===== config.mk =====
export PLATFORM = sky130hd
export DESIGN_NAME = dxc_gene_exec
export DESIGN_NICKNAME = d
export VERILOG_FILES = /design/src/rtl/dxc_pkg.sv /design/src/rtl/dxc_gene_exec.sv
export SDC_FILE = /design/constraint.sdc
export NUM_CORES = 1
export LEC_CHECK = 0
export ABC_AREA = 1
export BUFFER_PORTS_ARGS = -buffer_cell sky130_fd_sc_hd__buf_2
export CORE_ASPECT_RATIO = 2
export CORE_MARGIN = 4
export CORE_UTILIZATION = 50
export DETAILED_ROUTE_END_ITERATION = 12
export PLACE_DENSITY = 0.82
export SETUP_SLACK_MARGIN = 0.4
export SKIP_CTS_REPAIR_TIMING = 1
export SYNTH_ARGS = -nofsm -noshare
export SYNTH_HDL_FRONTEND = slang
export SYNTH_SLANG_ARGS = --single-unit

===== constraint.sdc =====
create_clock -name clk -period 4.9 [get_ports clk]
set_input_delay 0 -clock clk [delete_from_list [all_inputs] [get_ports clk]]
set_output_delay 0 -clock clk [all_outputs]
set_load 0.005 [all_outputs]

===== src/rtl/dxc_pkg.sv =====
package dxc_pkg;
  typedef enum logic [2:0] {
    ST_IDLE, ST_COMPUTE, ST_WAIT_PRI, ST_COMPARE, ST_WAIT_VOTE, ST_REPORT
  } chk_state_e;

  typedef enum logic [1:0] {
    GENE_ADD = 2'd0, GENE_SUB = 2'd1, GENE_XOR = 2'd2, GENE_AND = 2'd3
  } gene_op_e;

  typedef enum logic [2:0] {
    VERD_NONE, VERD_REMOTE_BAD, VERD_LOCAL_BAD, VERD_SPLIT, VERD_TIMEOUT
  } verdict_e;
endpackage


===== src/rtl/dxc_gene_exec.sv =====
module dxc_gene_exec import dxc_pkg::*; #(
  parameter int RES_W = 32,
  parameter int ID_W  = 8
) (
  input  logic             clk,
  input  logic             rst_n,
  input  logic             load,
  input  logic             calc,
  input  logic [1:0]       op_i,
  input  logic [RES_W-1:0] a_i,
  input  logic [RES_W-1:0] b_i,
  input  logic [ID_W-1:0]  owner_i,
  output logic [1:0]       op_o,
  output logic [RES_W-1:0] a_o,
  output logic [RES_W-1:0] b_o,
  output logic [ID_W-1:0]  owner_o,
  output logic [RES_W-1:0] res_o
);
  gene_op_e         op_q;
  logic [RES_W-1:0] a_q, b_q, res_q;
  logic [ID_W-1:0]  owner_q;

  function automatic logic [RES_W-1:0] gene_eval(gene_op_e op,
                                                  logic [RES_W-1:0] a,
                                                  logic [RES_W-1:0] b);
    case (op)
      GENE_ADD: return a + b;
      GENE_SUB: return a - b;
      GENE_XOR: return a ^ b;
      default:  return a & b;
    endcase
  endfunction

  always_ff @(posedge clk) begin
    if (!rst_n) begin
      op_q    <= GENE_ADD;
      a_q     <= '0;
      b_q     <= '0;
      owner_q <= '0;
      res_q   <= '0;
    end else begin
      if (load) begin
        op_q    <= gene_op_e'(op_i);
        a_q     <= a_i;
        b_q     <= b_i;
        owner_q <= owner_i;
      end
      if (calc) res_q <= gene_eval(op_q, a_q, b_q);
    end
  end

  assign op_o    = op_q;
  assign a_o     = a_q;
  assign b_o     = b_q;
  assign owner_o = owner_q;
  assign res_o   = res_q;


  calc_after_load_chk: assert property (@(posedge clk) disable iff (!rst_n)
    calc |-> $past(load));
endmodule


### Word level (Yosys, flattened, before mapping)

Cells that the tools add are included.

| word-level totals | value |
|---|---|
| bits in registers | 106 |

| operators by class | value |
|---|---|
| $add $sub $neg | 2 |
| eq/ne operators | 2 |
| muxes and demuxes | 1 |
| bitwise gates (word level) | 2 |
| reductions and logical operators | 1 |

Operators with widths:

| kind | number |
|---|---|
| $pmux W32 S3 | 1 |
| $add A32 B32 Y32 | 1 |
| $and A32 B32 Y32 | 1 |
| $sub A32 B32 Y32 | 1 |
| $xor A32 B32 Y32 | 1 |
| $eq A2 B1 Y1 const B | 1 |
| $eq A2 B2 Y1 const B | 1 |
| $logic_not A2 Y1 | 1 |

### Longest topological paths before layout

Gate-level depths: netlist of the first run.

| depth | value |
|---|---|
| depth after elaboration | 2 |
| gate-level depth with buffers | 25 |
| depth with buffers taken out | 25 |

### Least setup slack after synthesis of the first run

OpenSTA, ideal clock, no wires.

| path | value |
|---|---|
| kind | reg-to-reg |
| from | register b_q[0], in the netlist b_o[0] |
| to | register res_q[26], in the netlist res_o[26] |
| arrival time | 2.558 ns |
| data required time | 4.776 ns |
| path slack | 2.217 ns |
| stages on the path, launching flop included | 21 |
| buffers on the path | 0 |
| period minus slack after synthesis | 2.683 ns |
| path through | dfxtp_1 -> inv_1 -> ha_1 -> nand3_2 -> nor2_2 -> nand2_2 -> nor2_2 -> nand2_2 -> nor2_4 -> a21oi_1 -> xor2_1 -> ha_1 -> nand2_1 -> nor2_1 -> nand2_1 -> nor4_1 -> nand2_1 -> nand2_1 -> nand2_1 -> nand3_1 -> a21oi_1 |

| on the way | value |
|---|---|
| longest elaborated chain between the ends | 2 |
| elaborated cells on any way between the ends | 3 |
| classes of those cells | add/sub: 2; mux: 1 |

RTL lines:

| element | line | source |
|---|---|---|
| start: declaration | dxc_gene_exec.sv:20 | `logic [RES_W-1:0] a_q, b_q, res_q;` |
| start signal: assignment | dxc_gene_exec.sv:45 | `b_q <= b_i;` |
| $sub A32 B32 Y32 / $add A32 B32 Y32 (equally long branches) | dxc_gene_exec.sv:28, dxc_gene_exec.sv:27 |  |
| $pmux W32 S3 * | dxc_gene_exec.sv:26 | `case (op)` |
| end signal: assignment | dxc_gene_exec.sv:48 | `if (calc) res_q <= gene_eval(op_q, a_q, b_q);` |
| end: declaration | dxc_gene_exec.sv:20 |  |

Mark *: on every way between the ends. The rest lies on a longest branch, timed or not.
A chain may end at the register's enable or synchronous reset.

### Worst setup path in the final report of the first run

| path | value |
|---|---|
| from | register op_q[1], in the netlist op_o[1] |
| to | register res_q[30], in the netlist res_o[30] |

| on the way | value |
|---|---|
| longest elaborated chain between the ends | 2 |
| elaborated cells on any way between the ends | 4 |
| classes of those cells | eq/ne: 2; mux: 1; reduce/logical: 1 |

RTL lines:

| element | line | source |
|---|---|---|
| start: declaration | dxc_gene_exec.sv:19 | `gene_op_e op_q;` |
| start signal: assignment | dxc_gene_exec.sv:43 | `op_q <= gene_op_e'(op_i);` |
| $eq A2 B2 Y1 (tied with other cells) | dxc_gene_exec.sv:26 |  |
| $pmux W32 S3 * | dxc_gene_exec.sv:26 |  |

Marks and branches as above.

==> results.rst, run 1 <==
.. list-table::
   :header-rows: 1

   * - Metric
     - Value
   * - Worst slew margin relative to its limit
     - 36.0%
   * - Post-placement setup slack
     - around 1.1 ns
   * - Transition at the pin with the smallest max-transition slack
     - roughly 0.96 ns
   * - Share of power burned in registers
     - a little under two fifths
   * - Effective utilization at floorplan
     - slightly above 50%
   * - Ys flop type
     - sky130_fd_sc_hd__dfxtp_1
   * - Share of the core filled with cells
     - between 60% and 70%
   * - Global-route usage over all layers
     - 31.5%
   * - Post-Place Cells
     - between 1500 and 2000
   * - Setup repair after global routing missed its margin
     - false
   * - Layout overhead on the synthesized area
     - 26.8%
   * - Library cell used as clock root buffer
     - sky130_fd_sc_hd__clkbuf_16
   * - Dominant cells by area after synthesis
     - sky130_fd_sc_hd__dfxtp_1 28%, sky130_fd_sc_hd__nand2_1 13%, sky130_fd_sc_hd__ha_1 11%
   * - CORE AREA
     - approximately 15000 um^2
   * - Number of enable-type register cells in the synthesized netlist
     - 0
   * - Instance count of the mapped netlist
     - roughly 1200
   * - Net count of the mapped netlist
     - roughly 1300
   * - Register clock-pin slew on the reported worst setup and hold paths
     - 0.07 ns
   * - Most common cell in the synthesized netlist
     - sky130_fd_sc_hd__nand2_1
   * - First-iteration detailed-routing DRC count
     - about 560
   * - Largest buffer count on any clock path
     - 2
   * - Met3 layer usage reported by global route
     - around 3.7%
   * - Final GP Congestion
     - ~1.0
   * - Cell at the slowest stage of the critical path
     - sky130_fd_sc_hd__dfxtp_1
   * - Highest attainable clock frequency
     - ~0.26 GHz
   * - Path type of the worst setup path
     - reg -> reg
   * - Portion of the post-synthesis area used by sequential elements
     - between 20% and 30%
   * - Delay of the slowest cell on the worst path
     - between 0.6 and 0.7 ns
   * - Die W
     - 94.6 um
   * - Ports
     - approximately 180
   * - Maximum number of pins on one net before global-route repair
     - 107
   * - Number of antenna violations at the first check in global routing
     - 1
   * - Die height
     - 181 um
   * - Area of the mapped netlist
     - ~7500 um^2
   * - Final Slew Violations
     - 0
   * - Reg2Reg Depth
     - 15
   * - Antenna-violating nets left
     - 0
   * - Kind of cell adding the most delay to the critical path
     - simple AND/OR/NAND/NOR gates
   * - Total Routed Length
     - ~28000 um
   * - Post-route clock skew
     - about 0.016 ns
   * - Final global-route overflow total
     - 0
   * - Worst path depth
     - 15
   * - Busiest metal layer after global routing
     - met2
   * - Clock sink count
     - approximately 110
   * - Fraction of power consumed by combinational cells
     - 35.0%
   * - Grt met1 use
     - around 33%
   * - Most area-hungry cell type in the Yosys netlist
     - sky130_fd_sc_hd__dfxtp_1
   * - Maximum capacitance violations
     - 0
   * - Final worst path period need
     - 3.89 ns
   * - Class of the worst hold path
     - in -> reg
   * - Total number of placement rows
     - 63
   * - Final worst-path cycle share
     - between 70 and 80%
   * - Setup WS post-layout
     - 1.01 ns
   * - Number of standard cells in the layout, taps in and fillers out
     - ~1600
   * - Filler Cells Inserted
     - between 1000 and 1500
   * - Via count of the first global-routing pass
     - approximately 8400
   * - Met2 Usage GRT
     - 56.4%
   * - DPL Wire Length
     - 20600 um
   * - TNS Setup
     - 0 ns
   * - CP max FO
     - 20
   * - Storage cell area
     - 2120 um^2
   * - Wire length of the first global-routing pass
     - between 40000 and 50000 um
   * - Most Frequent Cell on Critical Path
     - sky130_fd_sc_hd__nand2_1
   * - Worst path cell trace
     - nor2_4 > inv_1 > nand2_1 > o21ai_0 > xor2_1 > ha_1 > a21oi_1 > nand2_1 > nand2_1 > nand2_1 > a21oi_1 > nand2_1 > nand2_1 > nand3_1 > a21oi_1
   * - Synth top cells by count
     - 256 x sky130_fd_sc_hd__nand2_1, 187 x sky130_fd_sc_hd__nor2_1, 130 x sky130_fd_sc_hd__inv_1
   * - Internal
     - around 1.7 mW
   * - TritonCTS clock tree
     - done
   * - Number of buffers added by the clock tree synthesis step
     - 9
   * - Hold WS
     - -0.0491 ns
   * - Clock network latency to the later pin of the worst-skew pair
     - between 0.3 and 0.4 ns
   * - Number of DRC violations after detailed routing
     - 0
   * - Total number of H-tree levels
     - 3
   * - Synth warn
     - 0
   * - Clk pwr share
     - a little over a quarter
   * - Buf/Inv on CP
     - 1
   * - Number of search-and-repair iterations in the first detailed-routing pass
     - 5
   * - Post-synthesis area per instance
     - 6.44 um^2
   * - Number of synthesized register bits
     - between 100 and 150
   * - WP data arrival
     - 4.18 ns
   * - Violated checks
     - hold timing
   * - Switching pwr
     - slightly above 1 mW
   * - Average via count per standard cell
     - approximately 5.6
   * - Data required time of the critical path
     - 5.19 ns
   * - Cell leakage power
     - roughly 5 nW
   * - Number of port buffers
     - around 180
   * - Via count
     - 8814
   * - Total die area
     - 17100 um^2
   * - Power density normalized to cell area
     - 282 nW/um^2
   * - Final setup violation count
     - 0
   * - Run status
     - finished, violations left
   * - Fraction of power spent switching nets
     - 37.5%
   * - Critical path startpoint category
     - flop
   * - Fraction of layout instances using a drive strength above 1
     - ~17%
   * - Final hold violations
     - 4
   * - Fraction of registers with async set or reset after synthesis
     - 0%
   * - Worst setup EP type
     - flop
   * - Hold path depth
     - 3
   * - Number of library cell types mapped by synthesis
     - 36
   * - Avg WL per Cell
     - roughly 18 um
   * - Worst supply voltage drop on vdd
     - approximately 200 uV
   * - Overall power
     - 2.68 mW
   * - Fraction of synthesized cell area taken by the top area cell type
     - roughly 28%
   * - Fin nets
     - approximately 1500
   * - Combined area of the multi-input logic cells
     - 4690 um^2
## cell type report
class,instances,area share (%)
multi-input cells,878,49.3
flip-flops and latches,106,22.3
repair buffers,258,17.4
inverters,134,5.29
clock buffers,11,2.66
well taps,195,2.57
clock inverters,5,0.382
diodes,1,0.0263
## worst min-delay path, stage by stage
cell and delay (ns):
sky130_fd_sc_hd__buf_2 0.08, sky130_fd_sc_hd__o21ai_0 0.07, sky130_fd_sc_hd__a21oi_1 0.12
## cells by family (layout without fill, tap and decap cells)
family	Yosys count	count (layout)	share of synthesized area (%)
flops	106	106	28.3
fa+ha+maj	65	65	11.0
xor+xnor	31	31	3.62
compound gates	241	241	18.0
buf+inv	179	408	9.23
simple gates	541	541	29.8
other cells	0	1	0
## flip-flops by register name, indices dropped and copies added, names as in the netlist
name	flops
op_o	2
owner_o	8
b_o	32
a_o	32
res_o	32
## metrics by stage
stage,cell area (um^2),hold slack (ns)
floorplan,7490,0.135
global placement,8520,0.220
detailed placement,8520,0.228
CTS,8810,-0.148
global route,9500,0.000642
finish,9500,-0.0491
## metal layers
layer	vias to the layer above	part of all wire, %
li1	4245	-
met1	4062	35
met2	370	52
met3	137	4.8
met4	0	8.2
met5	-	0
## power groups by stage
stage | Sequential [mW] | Clock [mW] | Combinational, mW
after floorplan | 1.01 | 0 | 0.582
after global placement | 1.03 | 0 | 0.864
after detailed placement | 1.03 | 0 | 0.876
after CTS | 1.01 | 0.738 | 0.883
after global routing | 1.02 | 0.765 | 1.05
final | 1.01 | 0.729 | 0.938
## worst paths after layout
path                                  from    endpoint  slack, ns
worst max-delay path               op_o[1]   res_o[30]       1.01
worst min-delay path               b_i[28]     b_o[28]      -0.05
worst max register to register     op_o[1]   res_o[30]       1.01
worst min register to register  owner_o[2]  owner_o[2]       0.50
## cells in the final DEF, fill, tap and decap left out, types with 4 or more instances in the layout
master                          instances
sky130_fd_sc_hd__nand2_1              256
sky130_fd_sc_hd__nor2_1               186
sky130_fd_sc_hd__buf_2                183
sky130_fd_sc_hd__inv_1                129
sky130_fd_sc_hd__o21ai_0              117
sky130_fd_sc_hd__dfxtp_1              106
sky130_fd_sc_hd__a21oi_1               78
sky130_fd_sc_hd__dlygate4sd3_1         69
sky130_fd_sc_hd__ha_1                  64
sky130_fd_sc_hd__nand3_1               49
sky130_fd_sc_hd__a221oi_1              27
sky130_fd_sc_hd__xor2_1                23
sky130_fd_sc_hd__nand3b_1              10
sky130_fd_sc_hd__nor3_1                 9
sky130_fd_sc_hd__or2_2                  9
sky130_fd_sc_hd__clkbuf_16              9
sky130_fd_sc_hd__xnor2_1                8
sky130_fd_sc_hd__nand2_2                6
sky130_fd_sc_hd__buf_4                  6
sky130_fd_sc_hd__nand4_1                5
sky130_fd_sc_hd__o21bai_1               4
sky130_fd_sc_hd__inv_2                  4
Power figures use the tool's default switching activity.
==> run 2, diff against run 1 <==
CORE_UTILIZATION = 49   (was 50)
PLACE_DENSITY = 0.83   (was 0.82)
clock period = 3.3 ns   (was 4.9 ns; I/O delays follow)
==> run 2 against run 1 <==
The run still ends with hold timing left. Register-to-register slack got worse by 0.78 ns. Via count rose by 7.5%. Clock-buffer cell count did not move. Maximum frequency rose by 27%. Non-clock buffer count rose by 72. Sequential cell count did not move. Critical endpoint is now res_o[28].
==> results.rst, run 2 (synthesis results as in run 1) <==
.. list-table::
   :header-rows: 1

   * - Metric
     - Value
   * - Diode count
     - 0
   * - Total die area
     - approximately 17000 um^2
   * - Data required time of the critical path
     - between 3 and 4 ns
   * - Number of port buffers
     - about 180
   * - Layout overhead on the synthesized area
     - 42.5%
   * - Number of buffers added by the clock tree synthesis step
     - 9
   * - Largest buffer count on any clock path
     - 2
   * - Register clock-pin slew on the reported worst setup and hold paths
     - 0.07 ns
   * - Die height
     - about 180 um
   * - Average via count per standard cell
     - ~5.7
   * - Internal
     - around 2.7 mW
   * - Clk pwr share
     - 24.7%
   * - Final setup violation count
     - 0
   * - Via count of the first global-routing pass
     - between 8000 and 9000
   * - Total number of H-tree levels
     - 3
   * - CP max FO
     - 5
   * - Clock network latency to the later pin of the worst-skew pair
     - between 0.3 and 0.4 ns
   * - Number of DRC violations after detailed routing
     - 0
   * - Final worst path period need
     - around 3 ns
   * - Violated checks
     - hold timing
   * - Path type of the worst setup path
     - reg -> reg
   * - CORE AREA
     - about 15000 um^2
   * - Class of the worst hold path
     - in -> reg
   * - Clock sink count
     - between 100 and 150
   * - Total Routed Length
     - around 31000 um
   * - Antenna-violating nets left
     - 0
   * - Wire length of the first global-routing pass
     - about 43000 um
   * - Effective utilization at floorplan
     - around half
   * - Worst reg-to-reg setup slack
     - 0.23 ns
   * - Final worst-path cycle share
     - between 90% and 100%
   * - Critical path startpoint category
     - flop
   * - Via count
     - between 9000 and 10000
   * - Worst supply voltage drop on vdd
     - about 320 uV
   * - Setup WS post-layout
     - approximately 0.23 ns
   * - Share of the core filled with cells
     - a little under three quarters
   * - WP data arrival
     - between 3 and 4 ns
   * - Cell leakage power
     - ~5.5 nW
   * - Library cell used as clock root buffer
     - sky130_fd_sc_hd__clkbuf_16
   * - Highest-count cells in the layout ignoring fill and taps
     - 206 x sky130_fd_sc_hd__nand2_1, 183 x sky130_fd_sc_hd__buf_2, 153 x sky130_fd_sc_hd__nor2_1
   * - Final hold violations
     - 1
   * - Die W
     - around 95 um
   * - Final GP Congestion
     - around 1.0
   * - TNS Setup
     - 0 ns
   * - Avg WL per Cell
     - between 15 and 20 um
   * - Hold WS
     - -0.0338 ns
   * - Worst slew margin relative to its limit
     - a little under a fifth
   * - Post-placement setup slack
     - 0.0933 ns
   * - First-iteration detailed-routing DRC count
     - roughly 600
   * - Highest attainable clock frequency
     - around 0.33 GHz
   * - Post-Place Cells
     - 1550
   * - TritonCTS clock tree
     - done
   * - Final global-route overflow total
     - 0
   * - Fraction of power spent switching nets
     - about two fifths
   * - Run status
     - finished, violations left
   * - Switching pwr
     - between 1.5 and 2 mW
   * - Final Slew Violations
     - 0
   * - Number of antenna violations at the first check in global routing
     - 0
   * - Total number of placement rows
     - between 60 and 70
   * - Number of search-and-repair iterations in the first detailed-routing pass
     - 6
   * - Post-route clock skew
     - around 0.016 ns
   * - Maximum capacitance violations
     - 0
   * - Number of standard cells in the layout, taps in and fillers out
     - ~1700
   * - Fraction of layout instances using a drive strength above 1
     - between 30% and 40%
   * - Commonest non-fill, non-tap cell in the layout
     - sky130_fd_sc_hd__nand2_1
   * - Setup repair after global routing missed its margin
     - true
   * - Power density normalized to cell area
     - just over 400 nW/um^2
   * - Fin nets
     - roughly 1600
   * - Maximum number of pins on one net before global-route repair
     - between 70 and 80
   * - Worst setup EP type
     - flop
   * - Share of power burned in registers
     - between 30% and 40%
   * - Ports
     - between 150 and 200
   * - DPL Wire Length
     - about 22000 um
   * - Global-route usage over all layers
     - 32.2%
   * - Fraction of power consumed by combinational cells
     - approximately two fifths
   * - Transition at the pin with the smallest max-transition slack
     - 1.22 ns
-- run 2: layer usage --
| metal | wire [um] | track usage [%] | vias up |
|---|---|---|---|
| li1 | - | - | 4417 |
| met4 | 2380 | 19.8 | 0 |
| met3 | 2090 | 5.42 | 178 |
| met5 | 0 | 0 | - |
| met2 | 16300 | 58.4 | 511 |
| met1 | 10100 | 33.4 | 4372 |
-- run 2: cell type report --
class | instances | area, um^2
tap | 195 | 244
timing repair buffer | 330 | 2220
fill | 1152 | 4220
clock buffer | 11 | 243
multi-input combinational | 878 | 5300
inverter | 134 | 510
clock inverter | 5 | 36.3
sequential | 106 | 2130
-- run 2: through the flow --
stage                     area (um^2)  hold WS, ns  total power, mW
after floorplan                  7490        0.135             2.37
after global placement           8890        0.219             2.90
after detailed placement         8890        0.225             2.93
after CTS                        9170       -0.156             3.99
after global routing            10700       0.0228             4.57
final                           10700      -0.0338             4.35
-- run 2: worst paths after layout --
kind / startpoint / endpoint / cells after the start
setup / recovery: b_o[1] / res_o[28] / 20
hold / removal: b_i[16] / b_o[16] / 3
setup reg to reg: b_o[1] / res_o[28] / 20
hold reg to reg: res_o[0] / res_o[0] / 2
-- run 2: critical path, cell delays in order (launching register included) --
cell                      delay (ns)
sky130_fd_sc_hd__dfxtp_2        0.34
sky130_fd_sc_hd__inv_4          0.07
sky130_fd_sc_hd__ha_4           0.15
sky130_fd_sc_hd__nand3_4        0.09
sky130_fd_sc_hd__nor2_4         0.10
sky130_fd_sc_hd__nand2_2        0.08
sky130_fd_sc_hd__nor2_4         0.14
sky130_fd_sc_hd__nand2_4        0.08
sky130_fd_sc_hd__nor2_4         0.19
sky130_fd_sc_hd__a31oi_2        0.14
sky130_fd_sc_hd__xor2_1         0.17
sky130_fd_sc_hd__ha_1           0.34
sky130_fd_sc_hd__buf_4          0.16
sky130_fd_sc_hd__nand2_2        0.12
sky130_fd_sc_hd__o21a_1         0.16
sky130_fd_sc_hd__nand2_1        0.06
sky130_fd_sc_hd__a21oi_1        0.17
sky130_fd_sc_hd__nand2_1        0.07
sky130_fd_sc_hd__nand2_1        0.08
sky130_fd_sc_hd__nand3_2        0.12
sky130_fd_sc_hd__a21oi_2        0.17
-- run 2: power groups by stage --
stage,sequential [mW],clock (mW),combinational [mW]
after floorplan,1.50,0,0.863
final,1.50,1.08,1.78
after detailed placement,1.52,0,1.41
after global routing,1.51,1.12,1.94
after CTS,1.49,1.09,1.42
after global placement,1.52,0,1.39
